[config.mk]
export PLATFORM = sky130hd
export DESIGN_NAME = atomic_rmw_unit
export DESIGN_NICKNAME = d
export VERILOG_FILES = /design/src/rtl/atomic_rmw_pkg.sv /design/src/rtl/atomic_rmw_decode.sv /design/src/rtl/atomic_rmw_alu.sv /design/src/rtl/atomic_rmw_unit.sv
export SDC_FILE = /design/constraint.sdc
export NUM_CORES = 1
export LEC_CHECK = 0
export BUFFER_PORTS_ARGS = -buffer_cell sky130_fd_sc_hd__buf_2
export CAP_MARGIN = 15
export CORE_ASPECT_RATIO = 1.25
export CORE_MARGIN = 5
export CORE_UTILIZATION = 40
export CTS_CLUSTER_SIZE = 40
export DETAILED_ROUTE_END_ITERATION = 12
export GPL_ROUTABILITY_DRIVEN = 0
export PLACE_DENSITY = 0.6
export RECOVER_POWER = 100
export SYNTH_ARGS = -nofsm -noshare
export SYNTH_HDL_FRONTEND = slang
export SYNTH_SLANG_ARGS = --single-unit
[constraint.sdc]
create_clock -name clk -period 7.85 [get_ports clk]
set_input_delay 0.3925 -clock clk [delete_from_list [all_inputs] [get_ports clk]]
set_output_delay 0.3925 -clock clk [all_outputs]
set_load 0.05 [all_outputs]
[src/rtl/atomic_rmw_pkg.sv]
package atomic_rmw_pkg;

  localparam int DW = 64;
  localparam int WW = 32;

  typedef enum logic [2:0] {
    K_ADD, K_OR, K_AND, K_XOR, K_XCHG, K_CMPX
  } amo_kind_e;

  typedef enum logic [2:0] {
    S_IDLE, S_READ, S_MODIFY, S_WRITE, S_RESPOND
  } amo_state_e;

  localparam logic [7:0] SEL_ADD   = 8'h00;
  localparam logic [7:0] SEL_OR    = 8'h40;
  localparam logic [7:0] SEL_AND   = 8'h50;
  localparam logic [7:0] SEL_XOR   = 8'ha0;
  localparam logic [7:0] SEL_XCHG  = 8'he1;
  localparam logic [7:0] SEL_CMPX  = 8'hf1;
  localparam logic [7:0] SEL_FETCH = 8'h01;

  // Keep the full value for a doubleword, the zero-extended low half for a word.
  function automatic logic [DW-1:0] f_lane(input logic [DW-1:0] v, input logic dword);
    return dword ? v : {{(DW-WW){1'b0}}, v[WW-1:0]};
  endfunction

  // New memory contents for a given operation kind.
  function automatic logic [DW-1:0] f_combine(input amo_kind_e kind, input logic dword,
                                               input logic [DW-1:0] old,
                                               input logic [DW-1:0] src);
    logic [DW-1:0] r;
    case (kind)
      K_ADD:   r = old + src;
      K_OR:    r = old | src;
      K_AND:   r = old & src;
      K_XOR:   r = old ^ src;
      default: r = src;
    endcase
    return f_lane(r, dword);
  endfunction

  // Comparison for compare-and-exchange at the selected width.
  function automatic logic f_same(input logic dword, input logic [DW-1:0] old,
                                  input logic [DW-1:0] cmp);
    return f_lane(old, dword) == f_lane(cmp, dword);
  endfunction

  function automatic logic f_misaligned(input logic dword, input logic [2:0] lo);
    return dword ? (lo != 3'b000) : (lo[1:0] != 2'b00);
  endfunction

endpackage

[src/rtl/atomic_rmw_decode.sv]
module atomic_rmw_decode
  import atomic_rmw_pkg::*;
#(
  parameter int ADDR_W = 64,
  parameter int OFF_W  = 16
) (
  input  logic [7:0]        op,
  input  logic              dword,
  input  logic [ADDR_W-1:0] base,
  input  logic [OFF_W-1:0]  off,
  output amo_kind_e         kind,
  output logic              fetch,
  output logic              illegal,
  output logic              misaligned,
  output logic [ADDR_W-1:0] eff_addr
);

  localparam int EXT_W = ADDR_W - OFF_W;

  assign eff_addr   = base + {{EXT_W{off[OFF_W-1]}}, off};
  assign misaligned = f_misaligned(dword, eff_addr[2:0]);
  assign fetch      = (op & SEL_FETCH) != 8'h00;

  always_comb begin
    kind    = K_ADD;
    illegal = 1'b0;
    case (op)
      SEL_ADD, SEL_ADD | SEL_FETCH: kind = K_ADD;
      SEL_OR,  SEL_OR  | SEL_FETCH: kind = K_OR;
      SEL_AND, SEL_AND | SEL_FETCH: kind = K_AND;
      SEL_XOR, SEL_XOR | SEL_FETCH: kind = K_XOR;
      SEL_XCHG:                     kind = K_XCHG;
      SEL_CMPX:                     kind = K_CMPX;
      default:                      illegal = 1'b1;
    endcase
  end

endmodule

[src/rtl/atomic_rmw_alu.sv]
module atomic_rmw_alu
  import atomic_rmw_pkg::*;
(
  input  amo_kind_e     kind,
  input  logic          dword,
  input  logic [DW-1:0] old,
  input  logic [DW-1:0] src,
  input  logic [DW-1:0] cmp,
  output logic [DW-1:0] new_val,
  output logic          cmp_hit
);

  assign new_val = f_combine(kind, dword, old, src);
  assign cmp_hit = f_same(dword, old, cmp);

endmodule

[src/rtl/atomic_rmw_unit.sv]
module atomic_rmw_unit
  import atomic_rmw_pkg::*;
#(
  parameter int ADDR_W = 64,
  parameter int OFF_W  = 16
) (
  input  logic              clk,
  input  logic              rst_n,
  input  logic              req_valid,
  output logic              req_ready,
  input  logic [7:0]        req_op,
  input  logic              req_dword,
  input  logic [ADDR_W-1:0] req_base,
  input  logic [OFF_W-1:0]  req_offset,
  input  logic [63:0]       req_src,
  input  logic [63:0]       req_r0,
  output logic              mem_req,
  output logic              mem_we,
  output logic [ADDR_W-1:0] mem_addr,
  output logic              mem_dword,
  output logic [63:0]       mem_wdata,
  output logic              mem_lock,
  input  logic              mem_ack,
  input  logic [63:0]       mem_rdata,
  output logic              rsp_valid,
  output logic [63:0]       rsp_old,
  output logic              rsp_wr_src,
  output logic              rsp_wr_r0,
  output logic              rsp_err_illegal,
  output logic              rsp_err_align
);

  amo_state_e        st;
  amo_kind_e         dec_kind, r_kind;
  logic              dec_fetch, dec_illegal, dec_mis;
  logic [ADDR_W-1:0] dec_addr, r_addr;
  logic              r_fetch, r_dword, r_ill, r_mis;
  logic [DW-1:0]     r_src, r_r0, r_old, r_new;
  logic [DW-1:0]     alu_new;
  logic              alu_hit;

  // Named internal events for the checker.
  logic ev_accept, ev_read_done, ev_write_done, ev_cmp_miss;

  atomic_rmw_decode #(.ADDR_W(ADDR_W), .OFF_W(OFF_W)) u_dec (
    .op         (req_op),
    .dword      (req_dword),
    .base       (req_base),
    .off        (req_offset),
    .kind       (dec_kind),
    .fetch      (dec_fetch),
    .illegal    (dec_illegal),
    .misaligned (dec_mis),
    .eff_addr   (dec_addr)
  );

  atomic_rmw_alu u_alu (
    .kind    (r_kind),
    .dword   (r_dword),
    .old     (r_old),
    .src     (r_src),
    .cmp     (r_r0),
    .new_val (alu_new),
    .cmp_hit (alu_hit)
  );

  assign ev_accept     = (st == S_IDLE) && req_valid;
  assign ev_read_done  = (st == S_READ) && mem_ack;
  assign ev_write_done = (st == S_WRITE) && mem_ack;
  assign ev_cmp_miss   = (st == S_MODIFY) && (r_kind == K_CMPX) && !alu_hit;

  always_ff @(posedge clk) begin
    if (!rst_n) begin
      st      <= S_IDLE;
      r_kind  <= K_ADD;
      r_addr  <= '0;
      r_fetch <= 1'b0;
      r_dword <= 1'b0;
      r_ill   <= 1'b0;
      r_mis   <= 1'b0;
      r_src   <= '0;
      r_r0    <= '0;
      r_old   <= '0;
      r_new   <= '0;
    end else begin
      case (st)
        S_IDLE: begin
          if (ev_accept) begin
            r_kind  <= dec_kind;
            r_addr  <= dec_addr;
            r_fetch <= dec_fetch;
            r_dword <= req_dword;
            r_src   <= req_src;
            r_r0    <= req_r0;
            r_old   <= '0;
            r_ill   <= dec_illegal;
            r_mis   <= dec_mis && !dec_illegal;
            st      <= (dec_illegal || dec_mis) ? S_RESPOND : S_READ;
          end
        end
        S_READ: begin
          if (ev_read_done) begin
            r_old <= f_lane(mem_rdata, r_dword);
            st    <= S_MODIFY;
          end
        end
        S_MODIFY: begin
          r_new <= alu_new;
          st    <= ev_cmp_miss ? S_RESPOND : S_WRITE;
        end
        S_WRITE: begin
          if (ev_write_done) st <= S_RESPOND;
        end
        default: st <= S_IDLE;
      endcase
    end
  end

  logic rsp_ok;

  assign req_ready = (st == S_IDLE);
  assign mem_req   = (st == S_READ) || (st == S_WRITE);
  assign mem_we    = (st == S_WRITE);
  assign mem_lock  = (st == S_READ) || (st == S_MODIFY) || (st == S_WRITE);
  assign mem_addr  = r_addr;
  assign mem_dword = r_dword;
  assign mem_wdata = r_new;

  assign rsp_valid       = (st == S_RESPOND);
  assign rsp_ok          = rsp_valid && !r_ill && !r_mis;
  assign rsp_old         = r_old;
  assign rsp_wr_src      = rsp_ok && r_fetch && (r_kind != K_CMPX);
  assign rsp_wr_r0       = rsp_ok && (r_kind == K_CMPX);
  assign rsp_err_illegal = rsp_valid && r_ill;
  assign rsp_err_align   = rsp_valid && r_mis;

endmodule

==> flow_summary.toml <==
[power]
powerDensity_nw_per_um2 = 174
total_power_mw = 4.83
p_leak_nw = 11.4
p_sw_frac = 0.312
peakVddDrop_v = 0.000178
intPower_mw = 3.32
seq_power_share = 0.377
clockPowerShare = 0.422
power_frac_comb = 0.201
p_sw_mw = 1.50

[sta]
rsz0062_at_grt = "no"
slew_violations = 275
min_period_ns = 5.52
finalSetupTns_ns = 0
finalHoldViolCount = 0
fin_skew_ns = 0.0183
fmax_mhz = 181
worst_pin_slew_ns = 2.72
slew_headroom = -0.811
setup_viol = 0
fin_crit_sh = 0.703

[clock_network]
clk_latency_ns = 0.58
cts_buffers = 39
clock_sink_count = 330
cts_root_buffer = "clkbuf_16"
hold_buffers = 0
tritoncts = "done"
htreeDepth = 2
cts_setup_buffers = 0
path_clk_slew_ns = 0.06
cts-resized-gates = 0
cts_max_path_buffers = 3

[global_routing]
grt_max_degree = 127
antenna_found_initial = 17
grt_pass1_vias = 22400
grt_overflow = 0
grt.total_usage = 0.268
grt_pass1_wl_um = 134000

[drt]
drc_errors = 0
ant_nets = 0
vias = 23400
first_pass_iters = 6
drt_iter0_drc = 1563
wl_um = 90600
wire_per_inst_um = 21.5
via_per_inst = 5.55

[min_path]
hp-class = "in -> reg"

[status]
status = "complete, but fails checks"
violations = "max-capacitance violations, max-slew violations"

[yosys]
yosys_most_used_dff = "dfxtp_1"
syn_avg_cell_area_sq_um = 7.77
synthArstFlopShare = 0
syn-cell-area_sq_um = 23700
synth_warnings = 0
synth_top_cell_by_area = "dfxtp_1"
synth_edf_count = 0
synth_fp_nets = 3524
ys_top_cells_by_area = "dfxtp_1 28%, ha_1 10%, nand2_1 8.4%"
synth-seq-cells = 330
synth.distinct_cells = 89
synth_top_area_frac = 0.279
synthCells = 3046
yosysSeqAreaShare = 0.279

[critical_path]
cp.arrival_ns = 5.97
cp_max_fo = 48
critPathKind = "reg -> reg"
cp.required_ns = 8.31
cp-end-kind = "register"
worst_setup_path_start_kind = "register"

[layout]
drive_gt1_frac = 0.128
finalNetCount = 3895
syn_to_final_growth_pct = 17.4
instances_no_fill = 4213

[place]
dp.cells = 4133
port_buffers = 486
hpwl_um = 69200

[floorplan]
die_y_um = 282
placementRows = 99
dieWidth_um = 228
core-area_sq_um = 58500
die_area_sq_um = 64100
initial_utilization = 0.405
io_pins = 487

[flow_run]
cap_viol_max_count = 7
-- power by group through the flow --
stage	sequential (mW)	combinational, mW	clock [mW]
after detailed placement	1.85	0.978	0
after floorplan	1.97	0.558	0
after global routing	1.83	1.06	2.16
after global placement	1.85	0.979	0
final	1.82	0.972	2.04
after CTS	1.82	0.984	2.09
-- final timing paths --
| path | start | endpoint | slack, ns | cells after the start |
|---|---|---|---|---|
| worst max-delay path | r_kind[2]$_SDFFE_PN0P_ | mem_wdata[28]$_SDFFE_PN0P_ | 2.33 | 6 |
| worst min-delay path | req_r0[37] | r_r0[37]$_SDFFE_PN0P_ | 0.06 | 3 |
| worst max register to register | r_kind[2]$_SDFFE_PN0P_ | mem_wdata[28]$_SDFFE_PN0P_ | 2.33 | 6 |
| worst min register to register | mem_addr[56]$_SDFFE_PN0P_ | mem_addr[56]$_SDFFE_PN0P_ | 0.45 | 2 |
-- cell usage in the layout, fill, tap and decap left out, types with 67 or more instances in the layout --
cell and n:
nor2_1 84, dfxtp_1 328, a21boi_0 204, nand3_1 115, xor2_1 67, buf_2 284
inv_1 216, ha_1 191, xnor2_1 114, nand2_1 531, clkbuf_1 208, o21ai_0 177
a21oi_1 197
-- area by class of cell --
cell class	instances	area, sq um
Clock buffer	51	1100
Clock inverter	19	324
Inverter	217	815
Sequential cell	330	6610
Tap cell	757	947
Fill cell	6065	30700
Timing Repair Buffer	516	2420
Multi-Input combinational cell	2313	15500
Antenna cell	10	25.0
-- synthesized netlist by cell type (7+ instances only) --
cell type / instances
o31ai_1: 12
inv_1: 216
and3_1: 13
a222oi_1: 9
xnor2_1: 114
buf_1: 14
ha_1: 191
or2_2: 7
o21a_1: 11
a22oi_1: 15
and2_1: 48
a221oi_1: 28
o211ai_1: 14
nand3_1: 115
mux2i_1: 56
dfxtp_1: 330
nor2b_1: 34
xor2_1: 67
nand2b_1: 17
clkbuf_1: 154
mux4_2: 26
a31oi_1: 15
or3_1: 7
nor4_1: 24
a21o_1: 56
o21ai_0: 176
o21bai_1: 18
nor2_1: 85
a221o_1: 8
buf_2: 12
nand4_1: 46
a21oi_1: 197
nand2_1: 532
nor3_1: 31
o211a_1: 19
a21boi_0: 203
a211oi_1: 30
-- flip-flops by register name, indices dropped and copies added (netlist names) --
signal	cells
r_r0	64
mem_dword	1
rsp_old	64
st	3
r_mis	1
r_ill	1
mem_wdata	64
mem_addr	64
r_kind	3
r_src	64
r_fetch	1
-- kinds of logic after synthesis --
| logic type | Yosys count | share of synthesized area |
|---|---|---|
| fa+ha+maj | 193 | 0.103 |
| mux | 83 | 0.0489 |
| compound gates | 867 | 0.245 |
| simple gates | 989 | 0.192 |
| xor+xnor | 181 | 0.0670 |
| buf+inv | 403 | 0.0650 |
| flops | 330 | 0.279 |
-- stage by stage --
stage	instance area (sq um)	worst slack (ns)	util	hold slack [ns]
2_1_floorplan	23700	4.36	-	0.444
3_3_place_gp	26600	3.72	0.455	0.436
3_5_place_dp	26600	3.69	0.455	0.444
4_1_cts	28000	3.99	0.480	0.0299
5_1_grt	27800	2.02	0.475	0.0383
6_report	27800	2.33	0.475	0.0588
-- metal layers --
metal | track usage | up-vias | wire (um)
met5 | 0 | - | 73
met4 | 0.121 | 14 | 5050
met3 | 0.0540 | 159 | 5850
met2 | 0.479 | 761 | 44400
met1 | 0.307 | 11100 | 35200
li1 | - | 11400 | -
-- critical path, cell delays in order, from the launching register on --
cell	delay, ns
dfxtp_1	1.44
clkbuf_1	1.70
clkinv_1	1.15
buf_4	0.54
and3_1	0.32
nand2_1	0.12
nand3_1	0.06
(Power assumes the default switching activity.)
